`config.mk`:
```
export PLATFORM = sky130hd
export DESIGN_NAME = ptp_time_counter
export DESIGN_NICKNAME = d
export VERILOG_FILES = /design/src/rtl/ptp_time_pkg.sv /design/src/rtl/ptp_phase_acc.sv /design/src/rtl/ptp_tod_core.sv /design/src/rtl/ptp_time_counter.sv
export SDC_FILE = /design/constraint.sdc
export NUM_CORES = 1
export LEC_CHECK = 0
export ABC_CLOCK_PERIOD_IN_PS = 7200
export BUFFER_PORTS_ARGS = -buffer_cell sky130_fd_sc_hd__buf_4
export CAP_MARGIN = 20
export CORE_MARGIN = 2
export CORE_UTILIZATION = 55
export CTS_CLUSTER_SIZE = 16
export DETAILED_ROUTE_END_ITERATION = 12
export HOLD_SLACK_MARGIN = 0.1
export PLACE_DENSITY = 0.7
export SLEW_MARGIN = 20
export SYNTH_ARGS = -nofsm -noshare
export SYNTH_HDL_FRONTEND = slang
export SYNTH_HIERARCHICAL = 1
export SYNTH_SLANG_ARGS = --single-unit
```
`constraint.sdc`:
```
create_clock -name clk -period 7.2 [get_ports clk]
set_input_delay 0 -clock clk [delete_from_list [all_inputs] [get_ports clk]]
set_output_delay 0 -clock clk [all_outputs]
set_load 0.03 [all_outputs]
```
`src/rtl/ptp_time_pkg.sv`:
```
package ptp_time_pkg;
  localparam int ADDR_W = 3;
  localparam int DATA_W = 32;
  localparam logic [31:0] NS_PER_SEC = 32'd1_000_000_000;

  localparam int CTL_RUN    = 0;
  localparam int CTL_INIT   = 2;
  localparam int CTL_UPDATE = 3;
  localparam int CTL_FREQ   = 5;
  localparam int OPND_SUB   = 31;

  typedef enum logic [ADDR_W-1:0] {
    RA_CTRL    = 3'd0,
    RA_FREQ    = 3'd1,
    RA_SEC_OP  = 3'd2,
    RA_NS_OP   = 3'd3,
    RA_SEC_RD  = 3'd4,
    RA_NS_RD   = 3'd5
  } reg_addr_e;
endpackage

```
`src/rtl/ptp_phase_acc.sv`:
```
module ptp_phase_acc #(
  parameter int ACC_W = 32,
  parameter logic [ACC_W-1:0] RESET_WORD = '0
) (
  input  logic             clk,
  input  logic             rst,
  input  logic             run,
  input  logic             load,
  input  logic [ACC_W-1:0] staged,
  output logic             step
);
  logic [ACC_W-1:0] acc_q;
  logic [ACC_W-1:0] word_q;
  logic [ACC_W:0]   sum;

  assign sum  = {1'b0, acc_q} + {1'b0, word_q};
  assign step = run & sum[ACC_W];

  always_ff @(posedge clk) begin
    if (rst) begin
      acc_q  <= '0;
      word_q <= RESET_WORD;
    end else begin
      if (run)  acc_q  <= sum[ACC_W-1:0];
      if (load) word_q <= staged;
    end
  end
endmodule

```
`src/rtl/ptp_tod_core.sv`:
```
module ptp_tod_core
  import ptp_time_pkg::*;
#(
  parameter int SEC_W = 32,
  parameter int NS_W  = 32,
  parameter int SUBNS_INC = 20
) (
  input  logic             clk,
  input  logic             rst,
  input  logic             step,
  input  logic             do_init,
  input  logic             do_update,
  input  logic             subtract,
  input  logic [SEC_W-1:0] sec_op,
  input  logic [NS_W-2:0]  ns_op,
  output logic [SEC_W-1:0] sec_q,
  output logic [NS_W-1:0]  ns_q
);
  localparam logic [NS_W:0] NS_WIDE = (NS_W+1)'(NS_PER_SEC);

  logic [NS_W-1:0]  ns_step;
  logic             step_wrap;
  logic [NS_W:0]    ns_sum;
  logic             sum_wrap;
  logic [NS_W-1:0]  ns_res;
  logic [SEC_W-1:0] sec_res;

  always_comb begin
    ns_step   = ns_q + NS_W'(SUBNS_INC);
    step_wrap = ns_step >= NS_W'(NS_PER_SEC);
    ns_sum    = {1'b0, ns_q} + (NS_W+1)'(ns_op);
    sum_wrap  = ns_sum >= NS_WIDE;
    ns_res    = sum_wrap ? NS_W'(ns_sum - NS_WIDE) : NS_W'(ns_sum);
    // complement operands borrow one second unless the nanoseconds carry
    sec_res   = sec_q + sec_op + SEC_W'(sum_wrap) - SEC_W'(subtract);
  end

  always_ff @(posedge clk) begin
    if (rst) begin
      sec_q <= '0;
      ns_q  <= '0;
    end else if (do_init) begin
      sec_q <= sec_op;
      ns_q  <= {1'b0, ns_op};
    end else if (do_update) begin
      sec_q <= sec_res;
      ns_q  <= ns_res;
    end else if (step) begin
      ns_q  <= step_wrap ? ns_step - NS_W'(NS_PER_SEC) : ns_step;
      if (step_wrap) sec_q <= sec_q + 1'b1;
    end
  end
endmodule

```
`src/rtl/ptp_time_counter.sv`:
```
module ptp_time_counter
  import ptp_time_pkg::*;
#(
  parameter longint CLK_HZ    = 125_000_000,
  parameter longint TICK_HZ   = 50_000_000,
  parameter int     SUBNS_INC = 20,
  parameter int     ACC_W     = 32
) (
  input  logic              clk,
  input  logic              rst,
  input  logic              wr_en,
  input  logic              rd_en,
  input  logic [ADDR_W-1:0] addr,
  input  logic [DATA_W-1:0] wdata,
  output logic [DATA_W-1:0] rdata,
  output logic [31:0]       sec_o,
  output logic [31:0]       ns_o
);
  localparam logic [ACC_W-1:0] RESET_WORD = ACC_W'((TICK_HZ << ACC_W) / CLK_HZ);

  logic              run_q, init_p, upd_p, freq_p;
  logic [ACC_W-1:0]  staged_q;
  logic [31:0]       sec_op_q, ns_op_q, snap_q;
  logic              step;
  logic              wr_ctrl;

  assign wr_ctrl = wr_en && (addr == RA_CTRL);

  ptp_phase_acc #(.ACC_W(ACC_W), .RESET_WORD(RESET_WORD)) u_acc (
    .clk(clk), .rst(rst), .run(run_q), .load(freq_p),
    .staged(staged_q), .step(step)
  );

  ptp_tod_core #(.SEC_W(32), .NS_W(32), .SUBNS_INC(SUBNS_INC)) u_core (
    .clk(clk), .rst(rst), .step(step), .do_init(init_p), .do_update(upd_p),
    .subtract(ns_op_q[OPND_SUB]), .sec_op(sec_op_q), .ns_op(ns_op_q[30:0]),
    .sec_q(sec_o), .ns_q(ns_o)
  );

  always_ff @(posedge clk) begin
    if (rst) begin
      run_q    <= 1'b0;
      init_p   <= 1'b0;
      upd_p    <= 1'b0;
      freq_p   <= 1'b0;
      staged_q <= RESET_WORD;
      sec_op_q <= '0;
      ns_op_q  <= '0;
      snap_q   <= '0;
      rdata    <= '0;
    end else begin
      init_p <= wr_ctrl && wdata[CTL_INIT];
      upd_p  <= wr_ctrl && wdata[CTL_UPDATE];
      freq_p <= wr_ctrl && wdata[CTL_FREQ];
      if (wr_ctrl) run_q <= wdata[CTL_RUN];
      if (wr_en && addr == RA_FREQ)   staged_q <= wdata[ACC_W-1:0];
      if (wr_en && addr == RA_SEC_OP) sec_op_q <= wdata;
      if (wr_en && addr == RA_NS_OP)  ns_op_q  <= wdata;
      if (rd_en) begin
        case (addr)
          RA_CTRL:   rdata <= DATA_W'({freq_p, 1'b0, upd_p, init_p, 1'b0, run_q});
          RA_FREQ:   rdata <= DATA_W'(staged_q);
          RA_SEC_OP: rdata <= sec_op_q;
          RA_NS_OP:  rdata <= ns_op_q;
          RA_SEC_RD: rdata <= snap_q;
          RA_NS_RD: begin
            rdata  <= ns_o;
            snap_q <= sec_o;
          end
          default:   rdata <= '0;
        endcase
      end
    end
  end
endmodule

```
After elaboration in Yosys (flattened, before gate mapping)
Cells that the tools add are included.
{"block": "word_totals", "ff_bits": 292, "output_inout_bits": 96, "inputBits": 39}
{"block": "op_classes", "n_lt_le_gt_ge": 2, "n_eq_ne": 5, "addsub": 9, "n_reduce_logical": 14, "n_bitwise": 1, "n_mux": 10}
{"operator": "$mux W32", "n": 8}
{"operator": "$pmux W32 S6", "n": 1}
{"operator": "$sub A32 B30 Y32 const B", "n": 2}
{"operator": "$add A32 B31 Y33", "n": 1}
{"operator": "$add A32 B32 Y33", "n": 1}
{"operator": "$ge A33 B30 Y1 const B", "n": 1}
{"operator": "$add A32 B1 Y32", "n": 1}
{"operator": "$add A32 B1 Y32 const B", "n": 1}
{"operator": "$add A32 B32 Y32", "n": 1}
{"operator": "$add A32 B5 Y32 const B", "n": 1}
{"operator": "$ge A32 B30 Y1 const B", "n": 1}
{"operator": "$sub A32 B1 Y32", "n": 1}
{"operator": "$mux W31", "n": 1}
{"operator": "$logic_and A1 B1 Y1", "n": 7}
{"operator": "$eq A3 B2 Y1 const B", "n": 2}
{"operator": "$eq A3 B3 Y1 const B", "n": 2}
{"operator": "$reduce_bool A3 Y1", "n": 2}
{"operator": "$reduce_and A2 Y1", "n": 2}
{"operator": "$eq A3 B1 Y1 const B", "n": 1}
{"operator": "$logic_not A3 Y1", "n": 1}
{"operator": "$reduce_bool A2 Y1", "n": 1}
{"operator": "$reduce_or A2 Y1", "n": 1}
{"operator": "$and A1 B1 Y1", "n": 1}

Depth between registers and ports, before layout
{"block": "logic_depth", "word_depth": 6, "ltp_mapped": 30}

Modules after synthesis
The synthesis kept the hierarchy.
{"module": "ptp_tod_core", "area_per_inst_um2": 10633.9, "n_inst": 1, "seq_area_each_um2": 1281.2, "cells_per_inst": 1483}
{"module": "ptp_time_counter", "area_per_inst_um2": 7086.8, "n_inst": 1, "seq_area_each_um2": 3283.1, "cells_per_inst": 852}
{"module": "ptp_phase_acc", "area_per_inst_um2": 3896.2, "n_inst": 1, "seq_area_each_um2": 1281.2, "cells_per_inst": 451}

Least setup slack after synthesis
OpenSTA, ideal clock, no wires.
{"block": "synth_path", "kind": "flip-flop to flip-flop", "start": "register u_core.ns_q[0]", "end": "register u_core.sec_q[30]", "path_slack_ns": 1.224, "stages_incl_launch_ff": 31, "setup_ns": 0.070, "t_arrival_ns": 5.905, "t_required_ns": 7.130, "cell_sequence": "dfxtp_1 ha_1 inv_1 fa_1 nand2b_1 a21oi_1 a2111o_1 a21oi_1 nor2_1 ha_1 o32ai_1 o221a_1 o221a_2 nand2b_4 o211ai_4 nand2_2 fa_1 inv_1 fa_1 nor2b_1 o21a_1 o21ai_0 a21oi_1 a21o_1 a21oi_1 o221ai_1 o41ai_1 nand3_1 o31ai_1 o221ai_1 a21oi_1"}
{"block": "synth_between", "elab_chain_cells": 6}
{"element": "start: declaration", "line_no": "ptp_tod_core.sv:17", "source": "output logic [NS_W-1:0] ns_q"}
{"element": "start signal: assignment", "line_no": "ptp_tod_core.sv:44", "source": "ns_q <= {1'b0, ns_op};"}
{"element": "start signal: assignment", "line_no": "ptp_tod_core.sv:47", "source": "ns_q <= ns_res;"}
{"element": "start signal: assignment", "line_no": "ptp_tod_core.sv:49", "source": "ns_q <= step_wrap ? ns_step - NS_W'(NS_PER_SEC) : ns_step;"}
{"element": "$add A32 B31 Y33", "line_no": "ptp_tod_core.sv:31", "source": "ns_sum = {1'b0, ns_q} + (NS_W+1)'(ns_op);"}
{"element": "$ge A33 B30 Y1", "line_no": "ptp_tod_core.sv:32", "source": "sum_wrap = ns_sum >= NS_WIDE;"}
{"element": "$add A32 B1 Y32", "line_no": "ptp_tod_core.sv:35", "source": "sec_res = sec_q + sec_op + SEC_W'(sum_wrap) - SEC_W'(subtract);"}
{"element": "$sub A32 B1 Y32", "line_no": "ptp_tod_core.sv:35"}
{"element": "$mux W32", "line_no": "ptp_tod_core.sv:45", "source": "end else if (do_update) begin"}
{"element": "$mux W32", "line_no": "ptp_tod_core.sv:42", "source": "end else if (do_init) begin"}
{"element": "end signal: assignment", "line_no": "ptp_tod_core.sv:43", "source": "sec_q <= sec_op;"}
{"element": "end signal: assignment", "line_no": "ptp_tod_core.sv:46", "source": "sec_q <= sec_res;"}
{"element": "end signal: assignment", "line_no": "ptp_tod_core.sv:50", "source": "if (step_wrap) sec_q <= sec_q + 1'b1;"}
{"element": "end: declaration", "line_no": "ptp_tod_core.sv:16", "source": "output logic [SEC_W-1:0] sec_q,"}
Several ways; a longest one is shown, not always the timed one.
A chain may end at the register's enable or synchronous reset.

Worst setup path after layout
Ends and elaborated chain as after synthesis.

==> run_results.csv <==
group,metric,value,unit
synthesis,yosys_warnings,6,
synthesis,syn_area_per_cell,7.76,um2
detailed_routing,dr.pass1.iters,6,
synthesis,synth_seq_cells,292,
cts,cts_inserted_buffers,35,
synthesis,synthCells,2786,
floorplan,dieArea,40900,um2
floorplan,row_count,72,
detailed_routing,drt-met1-wl,34.7,mm
final_layout,antenna-diode-count,0,
floorplan,fp.dieW,202,um
pwr,leakagePower,9.65,nW
synthesis,synth_cell_types,116,
final_layout,area_growth,13.2,%
timing,drv_slew,0,
detailed_routing,viasPerCell,6.46,
timing,fin_worst_skew,14.3,ps
job,maxCapViolations,0,
synthesis,synthFlopType,"dfxtp_1",
detailed_routing,route.detailed.drc,0,
setup_path,cp_max_fo,6,
grt,antenna_found_initial,0,
setup_path,crit_family,"compound AO/OA/AOI/OAI gates",
pwr,seq_power_share,0.395,
pwr,power_density,175,nW/um2
grt,grt_pass1_vias,20647,
synthesis,synth_top_cell_area_share,0.270,
detailed_routing,route.met3.wl,7.77,mm
timing,tightest_slew,1090,ps
detailed_routing,top_layer,"met4",
placed_design,dp_hpwl,60.8,mm
pwr,switchingPower,0.00126,W
setup_path,start_kind,"flip-flop",
cts,postCtsSetupRepairBufs,0,
pwr,swShare,0.293,
grt,track_usage,0.389,
floorplan,start_util,0.558,
pwr,internal_power,0.00303,W
synthesis,synthArstFlopShare,0,
timing,rsz0062_at_grt,"false",
floorplan,die_h,202,um
detailed_routing,vias,22073,
min_path,hold_path.class,"input pin to flip-flop",
cts,h-tree-depth,2,
final_layout,drive_gt1_frac,0.122,
grt,gr-total-overflow,0,
detailed_routing,post_drt_wl_per_cell,23.9,um
synthesis,synth_nets,2958,
timing,tns,0,ps
pwr,peakVddDrop,0.000155,V
final_layout,nNetsFinal,3048,
setup_path,slowest_stage,"fa_1",
cts,clock_path_buffers,3,
pwr,p_comb_frac,0.162,
status,status,"completed",
setup_path,cp.arrival,7270,ps
cts,cts_tree,"done",
setup_path,cp.required,7690,ps
placed_design,portBuffers,134,
setup_path,max_stage_delay,460,ps
timing,finalCritPeriodShare,0.942,
floorplan,coreArea,38700,um2
synthesis,yosysSeqAreaShare,0.270,
detailed_routing,drtIter0Drc,2464,
synthesis,yosysTopAreaCell,"dfxtp_1",
setup_path,cp-end-kind,"flip-flop",
detailed_routing,ant_nets,0,
detailed_routing,dr_wl_met2,35.7,mm
cts,path_clk_slew,70,ps
floorplan,io_pins,135,
setup_path,crit_type,"flip-flop to flip-flop",
timing,relSlewSlack,0.272,
cts,clk_latency,570,ps
detailed_routing,finalWirelength,81.7,mm
cts,cts-root-buf,"clkbuf_16",
timing,setup_violations,0,
timing,period_needed,6780,ps
timing,fmax,0.147,GHz
grt,grt_pass1_wl,124,mm
grt,grt_max_degree,78,
pwr,p_total,0.00429,W
placed_design,gp_congestion,1.01,
setup_path,cp_num_buf_inv,2,
cts,cts_sinks,292,
synthesis,synth_edf_count,0,
timing,hold_violations,0,
synthesis,synth_area_leaders,"dfxtp_1, ha_1, nand2_1, a21oi_1, xnor2_1",
pwr,p_clk_frac,0.443,
synthesis,syn_area,21600,um2
final timing paths:
| kind | startpoint | to | slack [ps] | cells past startpoint |
|---|---|---|---|---|
| min | addr[0] | rdata[0] | 150 | 3 |
| max reg2reg | u_core/ns_q[0] | u_core/sec_q[30] | 420 | 30 |
| min reg2reg | u_acc/acc_q[28] | u_acc/acc_q[28] | 450 | 2 |
| max | u_core/ns_q[0] | u_core/sec_q[30] | 420 | 30 |
metrics by stage:
stage          hold WS, ps  setup slack [ps]   util  std cells  cell area [um2]
2_1_floorplan          118              1220      -       2786            21600
3_3_place_gp           262               455  0.590       3316            22800
3_5_place_dp           265               339  0.590       3316            22800
4_1_cts                145               270  0.631       3419            24400
5_1_grt                191              48.1  0.632       3419            24500
6_report               146               418  0.632       3419            24500
placed cells by master, fill, tap and decap left out, types with 18 or more instances in the layout:
cell type	count
ha_1	129
nand2_1	394
o211a_1	22
o211ai_1	20
nand4_1	31
o21a_1	33
a211oi_1	71
clkbuf_16	35
dlygate4sd3_1	41
nor2b_1	34
buf_4	188
a22oi_1	33
xnor2_1	119
mux2i_1	60
a21o_1	49
xor2_1	51
nand3b_1	19
nand3_1	56
and3_1	20
a21oi_1	270
nor3_1	54
a31oi_1	18
nor2_1	200
dfxtp_1	289
o21ai_1	33
o21ai_0	67
mux2_2	18
a211o_1	25
inv_1	155
o221ai_1	18
registers in the layout, summed over array words and instances, names as in the netlist, 32 cells and up:
signal	cells
u_acc/word_q	32
ns_op_q	32
staged_q	32
snap_q	32
u_acc/acc_q	32
u_core/ns_q	32
u_core/sec_q	32
rdata	32
sec_op_q	32
worst reg2reg max path: cells and delay by family (launching register included):
family | cells | cell delay (ps)
AO/OA/AOI/OAI | 17 | 3680
AND/OR/NAND/NOR | 6 | 980
flip-flops | 1 | 380
buffers and inverters | 2 | 150
adder cells (fa/ha/maj) | 5 | 1520
Yosys cell counts, types with 57 or more instances:
cell and instances:
a21oi_1 272, clkbuf_1 90, a211oi_1 71, o21ai_0 68, nor2_1 200, nand3_1 57
inv_1 155, mux2i_1 60, dfxtp_1 292, nand2_1 395, ha_1 129, xnor2_1 119
repair_timing:
action                                  in CTS  in global routing
gates resized for setup                      0                  4
endpoints found under the setup margin       0                  5
hold buffers                                41                  0
endpoints found under the hold margin      155                  0
layout make-up:
type | count | area, um2
multi-input combinational | 2158 | 14300
fill | 3454 | 14300
sequential | 292 | 5850
timing repair buffer | 230 | 1830
clock buffer | 44 | 940
tap | 518 | 648
inverter | 159 | 597
clock inverter | 18 | 258
kinds of logic after synthesis:
group | synth area share
DFF | 0.270
adders and majority gates | 0.0784
AOI/OAI and AO/OA | 0.265
and+or+nand+nor | 0.207
buffers and inverters | 0.0677
muxes | 0.0424
xor gates and xnor gates | 0.0696
power groups by stage:
stage / Clock [W] / Sequential [W] / Combinational (W)
global placement: 0 / 0.00173 / 0.000647
finish: 0.00190 / 0.00169 / 0.000694
CTS: 0.00191 / 0.00169 / 0.000673
detailed placement: 0 / 0.00173 / 0.000653
floorplan: 0 / 0.00174 / 0.000434
global route: 0.00198 / 0.00170 / 0.000743
metal layers:
metal / vias up / GRT usage
li1: 10155 / -
met1: 10573 / 0.534
met2: 1145 / 0.605
met3: 200 / 0.0677
met4: 0 / 0.158
met5: - / 0
No activity file was read; power rests on OpenSTA's default activity.
